===== src/rtl/apx_div_pkg.sv =====
package apx_div_pkg;

    typedef enum logic [1:0] {
        CELL_EXACT        = 2'd0,
        CELL_LOOSE_BORROW = 2'd1,
        CELL_LOOSE_DIFF   = 2'd2
    } cell_kind_e;

    typedef enum logic [1:0] {
        SWEEP_ROWS = 2'd0,
        SWEEP_COLS = 2'd1,
        SWEEP_DIAG = 2'd2
    } sweep_e;

    typedef struct packed {
        logic minu;
        logic subt;
        logic bin;
        logic keep;
    } cell_in_t;

    typedef struct packed {
        logic res;
        logic bout;
    } cell_out_t;

    // exact full-subtractor borrow
    function automatic logic exact_borrow(input cell_in_t ci);
        return (~ci.minu & ci.subt) | (~(ci.minu ^ ci.subt) & ci.bin);
    endfunction

    function automatic logic raw_diff(input cell_in_t ci);
        return ci.minu ^ ci.subt ^ ci.bin;
    endfunction

    // rank of cell (row from bottom, column from right) in the chosen order
    function automatic int cell_rank(input sweep_e sw, input int n,
                                     input int row, input int col);
        int cnt;
        cnt = 0;
        case (sw)
            SWEEP_ROWS: cnt = row * n + col;
            SWEEP_COLS: cnt = col * n + row;
            default: begin
                for (int rr = 0; rr < n; rr++) begin
                    for (int cc = 0; cc < n; cc++) begin
                        if ((rr + cc < row + col) ||
                            ((rr + cc == row + col) && (rr < row)))
                            cnt++;
                    end
                end
            end
        endcase
        return cnt;
    endfunction

    function automatic bit cell_swapped(input sweep_e sw, input int n,
                                        input int depth, input int row,
                                        input int col);
        return cell_rank(sw, n, row, col) < depth;
    endfunction

    function automatic int row_swap_count(input sweep_e sw, input int n,
                                          input int depth, input int row);
        int cnt;
        cnt = 0;
        for (int cc = 0; cc < n; cc++)
            if (cell_swapped(sw, n, depth, row, cc)) cnt++;
        return cnt;
    endfunction

endpackage


===== src/rtl/apx_sub_cell.sv =====
// One-bit restoring subtractor cell.
// Inputs (minu, subt, bin, keep); keep is the row quotient bit.
//   exact       : bout = ~m&s | ~(m^s)&bin ; res = keep ? m^s^bin : m
//   loose borrow: bout = ~m&s               ; res as exact
//   loose diff  : bout as exact             ; res = m^s^bin
// Rows where the loose variants differ from exact (m s bin keep):
//   loose borrow bout: 0010 0011 1110 1111
//   loose diff   res : 0100 0010 1100 1010
module apx_sub_cell #(
    parameter apx_div_pkg::cell_kind_e KIND = apx_div_pkg::CELL_EXACT
) (
    input  logic minu,
    input  logic subt,
    input  logic bin,
    input  logic keep,
    output logic res,
    output logic bout
);
    import apx_div_pkg::*;

    cell_in_t  ci;
    cell_out_t co;
    logic      ref_bout;
    logic      ref_res;

    always_comb begin
        ci       = '{minu: minu, subt: subt, bin: bin, keep: keep};
        ref_bout = exact_borrow(ci);
        ref_res  = keep ? raw_diff(ci) : minu;
    end

    generate
        if (KIND == CELL_LOOSE_BORROW) begin : g_loose_borrow
            always_comb begin
                co.bout = ~ci.minu & ci.subt;
                co.res  = ci.keep ? raw_diff(ci) : ci.minu;
            end
        end else if (KIND == CELL_LOOSE_DIFF) begin : g_loose_diff
            always_comb begin
                co.bout = exact_borrow(ci);
                co.res  = raw_diff(ci);
            end
        end else begin : g_exact
            always_comb begin
                co.bout = exact_borrow(ci);
                co.res  = ci.keep ? raw_diff(ci) : ci.minu;
            end
        end
    endgenerate

    assign res  = co.res;
    assign bout = co.bout;

    always_comb begin
        if (KIND == CELL_LOOSE_BORROW) begin
            // the cut borrow only ever drops a borrow, never adds one
            assert_borrow_under_R4: assert (!(bout && !ref_bout));
            assert_res_kept_R4: assert (res == ref_res);
        end
        if (KIND == CELL_LOOSE_DIFF) begin
            // with keep set the unrestored result is the exact one
            assert_keep_match_R5: assert (!keep || (res == ref_res));
            assert_borrow_kept_R5: assert (bout == ref_bout);
        end
    end

endmodule


===== src/rtl/apx_div_row.sv =====
module apx_div_row #(
    parameter int                      N_BITS    = 4,
    parameter apx_div_pkg::cell_kind_e CELL_KIND = apx_div_pkg::CELL_EXACT,
    parameter apx_div_pkg::sweep_e     SWEEP     = apx_div_pkg::SWEEP_ROWS,
    parameter int                      DEPTH     = 0,
    parameter int                      ROW_IDX   = 0
) (
    input  logic [N_BITS-1:0] part_in,
    input  logic              next_bit,
    input  logic [N_BITS-1:0] divisor,
    output logic              q_bit,
    output logic [N_BITS-1:0] part_out
);
    import apx_div_pkg::*;

    localparam int SWAPS    = row_swap_count(SWEEP, N_BITS, DEPTH, ROW_IDX);
    localparam bit ALL_EXACT = (SWAPS == 0) || (CELL_KIND == CELL_EXACT);
    localparam bit ALL_DIFF  = (CELL_KIND == CELL_LOOSE_DIFF) && (SWAPS == N_BITS);

    logic [N_BITS:0]   widened;
    logic              borrow [N_BITS+1];
    logic [N_BITS-1:0] res_bits;

    assign widened   = {part_in, next_bit};
    assign borrow[0] = 1'b0;

    generate
        for (genvar j = 0; j < N_BITS; j++) begin : g_col
            localparam bit         SWAP = cell_swapped(SWEEP, N_BITS, DEPTH, ROW_IDX, j);
            localparam cell_kind_e KSEL = SWAP ? CELL_KIND : CELL_EXACT;
            apx_sub_cell #(.KIND(KSEL)) u_cell (
                .minu (widened[j]),
                .subt (divisor[j]),
                .bin  (borrow[j]),
                .keep (q_bit),
                .res  (res_bits[j]),
                .bout (borrow[j+1])
            );
        end
    endgenerate

    // the bit shifted out above the cells guarantees a non-negative result
    assign q_bit    = widened[N_BITS] | ~borrow[N_BITS];
    assign part_out = res_bits;

    always_comb begin
        if (ALL_EXACT && (part_in < divisor)) begin
            assert_row_select_R3: assert (q_bit == (widened >= {1'b0, divisor}));
            assert_row_bound_R3: assert (part_out < divisor);
        end
        if (ALL_DIFF) begin
            assert_raw_wrap_R10: assert ({1'b0, part_out} ==
                ((widened - {1'b0, divisor}) & {1'b0, {N_BITS{1'b1}}}));
        end
    end

endmodule


===== src/rtl/apx_array_divider.sv =====
module apx_array_divider #(
    parameter int                      N_BITS    = 4,
    parameter apx_div_pkg::cell_kind_e CELL_KIND = apx_div_pkg::CELL_EXACT,
    parameter apx_div_pkg::sweep_e     SWEEP     = apx_div_pkg::SWEEP_ROWS,
    parameter int                      DEPTH     = 0
) (
    input  logic [2*N_BITS-1:0] dividend,
    input  logic [N_BITS-1:0]   divisor,
    output logic [N_BITS-1:0]   quotient,
    output logic [N_BITS-1:0]   remainder
);
    import apx_div_pkg::*;

    localparam int WIDE     = 2 * N_BITS;
    localparam bit IS_EXACT = (DEPTH == 0) || (CELL_KIND == CELL_EXACT);

    logic [N_BITS-1:0] part [N_BITS+1];

    assign part[0] = dividend[WIDE-1:N_BITS];

    generate
        for (genvar k = 0; k < N_BITS; k++) begin : g_row
            apx_div_row #(
                .N_BITS    (N_BITS),
                .CELL_KIND (CELL_KIND),
                .SWEEP     (SWEEP),
                .DEPTH     (DEPTH),
                .ROW_IDX   (N_BITS - 1 - k)
            ) u_row (
                .part_in  (part[k]),
                .next_bit (dividend[N_BITS-1-k]),
                .divisor  (divisor),
                .q_bit    (quotient[N_BITS-1-k]),
                .part_out (part[k+1])
            );
        end
    endgenerate

    assign remainder = part[N_BITS];

    logic [WIDE-1:0] rebuilt;
    always_comb begin
        rebuilt = ({{N_BITS{1'b0}}, quotient} * {{N_BITS{1'b0}}, divisor})
                + {{N_BITS{1'b0}}, remainder};
        if (IS_EXACT && (divisor != '0) &&
            (dividend[WIDE-1:N_BITS] < divisor)) begin
            assert_identity_R1: assert (rebuilt == dividend);
            assert_rem_bound_R1: assert (remainder < divisor);
        end
    end

endmodule


===== config.mk =====
export PLATFORM = sky130hd
export DESIGN_NAME = apx_array_divider
export DESIGN_NICKNAME = d
export VERILOG_FILES = /design/src/rtl/apx_div_pkg.sv /design/src/rtl/apx_sub_cell.sv /design/src/rtl/apx_div_row.sv /design/src/rtl/apx_array_divider.sv
export SDC_FILE = /design/constraint.sdc
export NUM_CORES = 1
export LEC_CHECK = 0
export BUFFER_PORTS_ARGS = -buffer_cell sky130_fd_sc_hd__buf_4
export CORE_MARGIN = 4
export CORE_UTILIZATION = 50
export DETAILED_ROUTE_END_ITERATION = 7
export MAX_ROUTING_LAYER = met4
export PLACE_DENSITY = 0.77
export SLEW_MARGIN = 20
export SYNTH_ARGS = -nofsm -noshare
export SYNTH_HDL_FRONTEND = slang
export SYNTH_SLANG_ARGS = --single-unit

===== constraint.sdc =====
create_clock -name vclk -period 17.3
set_clock_uncertainty 0.1 [all_clocks]
set_input_delay 0 -clock vclk [all_inputs]
set_output_delay 0 -clock vclk [all_outputs]
set_load 0.01 [all_outputs]

==> results.ini <==
[yosys]
yosys-top-cells-count = inv_1 (17), fa_1 (12), buf_4 (8)
synthXorXnorAreaFrac_pct = 0
muxShareOfSynthArea_pct = 12.4
synth_most_common_cell = inv_1
yosys.area.top_type_share_pct = 32.5
synth_warnings = 0
synth_compound_area_share_pct = 12.7
seq_area_frac_synth_pct = 0
synthTopCellsByArea = fa_1 (32%), inv_1 (8.6%), buf_4 (8.1%)
synth_area_um2 = 739
synth_simple_gate_area_share_pct = 15.9
syn_inst = 83
synth_top_family_by_area = adder cells
synth-adder-area-share_pct = 39.3
synth_fp_nets = 111
synth_cell_types = 24
synth_area_per_cell_um2 = 8.91
synth_top_area_cell = fa_1

[worst_setup_path]
critPathMaxFanout = 8
critPathArrivalTime_ns = 7.59
crit_top_cell = fa_1
cp_slowest_cell = fa_1
worstSetupEndpointType = primary output
required_ns = 17.20
cp-start-kind = primary input
max_stage_delay_ns = 0.49
crit_type = in2out

[timing]
fmax_mhz = 130
fin_tns_setup_ns = 0
min_period_over_period_pct = 44.5
rsz0062_at_grt = false
fin_crit_ns = 7.69
slew_headroom_pct = 70.1
setup_viol_count_final = 0
layout_setup_ws_ns = 9.61
slew_viol_final = 0
hold_viol = 0
fin_hold_ws_ns = 0.354
worst_pin_slew_ns = 0.436

[clock_network]
cts_hold_buf = 0
cts_resized = 0
cts_setup_buffers = 0

[floorplanning]
io_pins = 20
initial_core_util_pct = 54.8
die_x_um = 46.5
dieHeight_um = 46.5
core_um2 = 1350
dieArea_um2 = 2160
fp-row-count = 13

[placement]
dpl_cell_area_um2 = 826
hpwl_um = 1330
port_buffers = 20
place_congestion = 0.838
pre_cts_ws_ns = 9.67

[flow_run]
drv_cap = 0

[power_and_ir_drop]
power_w = 0.0000948
peakVddDrop_v = 0.0000744
p_leak_nw = 0.406
p_per_area_nw_per_um2 = 115

[drt]
wl_per_cell_um = 13.6
drt_first_pass_iters = 4
drt-total-wl_um = 1470
postRouteAntennaNets = 0
vias = 597
routed_via_density = 5.53
drcViolationCount = 0
drt-initial-drc-count = 18

[worst_hold_path]
hp-class = in2out

[final_layout]
area_delta_synth_final_pct = 11.7
fin_area_um2 = 826
nets = 123
layout.area.seq_um2 = 0
seq_cells = 0
num-fill-cells = 118
diodes = 0
clkbuf_count = 0
drive_gt1_share_pct = 28.0

[global_route]
grt_start_max_net_pins = 9
grt_usage_pct = 16.0
grt_pass1_wl_um = 2520
overflow = 0
antenna_found_initial = 0
first_global_vias = 563

[status]
outcome = complete, no violations

==> power breakdown <==
group	switching (W)	leakage [nW]	internal, W
combinational	0.0000494	0.406	0.0000454
sequential	0	0	0
clock	0	0	0
==> worst max-delay path, delay by kind of cell <==
kind,cells,cell delay [ns]
adders and majority gates,13,4.58
and+or+nand+nor,4,1.09
AOI/OAI and AO/OA,5,1.04
buffers and inverters,7,0.50
muxes,1,0.37
==> routing by layer <==
metal  up-vias  wire length (µm)  track usage [%]
met5         -                 0                -
met1       275               643             23.6
met4         0                 0            0.568
met3         0               101            0.391
met2        26               722             25.5
li1        296                 -                -
==> layout make-up <==
cell class         count  area (µm²)  area share (%)
inverters             17        63.8            7.73
repair buffers        20         150            18.2
well taps             15        18.8            2.27
multi-input cells     56         593            71.8
==> cell families (layout without fill, tap and decap cells) <==
family	count (synthesis)	after routing
adders and majority gates	16	16
muxes	8	8
and+or+nand+nor	19	19
buffers and inverters	27	37
AOI/OAI and AO/OA	13	13
==> cells in the final DEF (no fill, tap or decap), types with 2 or more instances in the layout <==
master and n:
nand2_1 2, fa_1 12, ha_1 4, mux2_2 2, a21oi_1 2, o211ai_1 2, nand4_1 4, o21ai_0 4
nor3_1 2, buf_4 20, o311a_1 3, mux2i_1 4, or3_1 2, inv_1 17, nor2_1 5
==> metrics by stage <==
| step | cells | util (%) |
|---|---|---|
| detailed placement | 108 | 61.2 |
| global route | 108 | 61.2 |
| finish | 108 | 61.2 |
| floorplan | 83 | - |
| CTS | 108 | 61.2 |
| global placement | 108 | 61.2 |
==> final timing paths <==
kind	from	endpoint	depth (start not counted)
worst max-delay path	dividend[3]	remainder[1]	30
worst min-delay path	dividend[7]	quotient[3]	3
(Power assumes the default switching activity.)
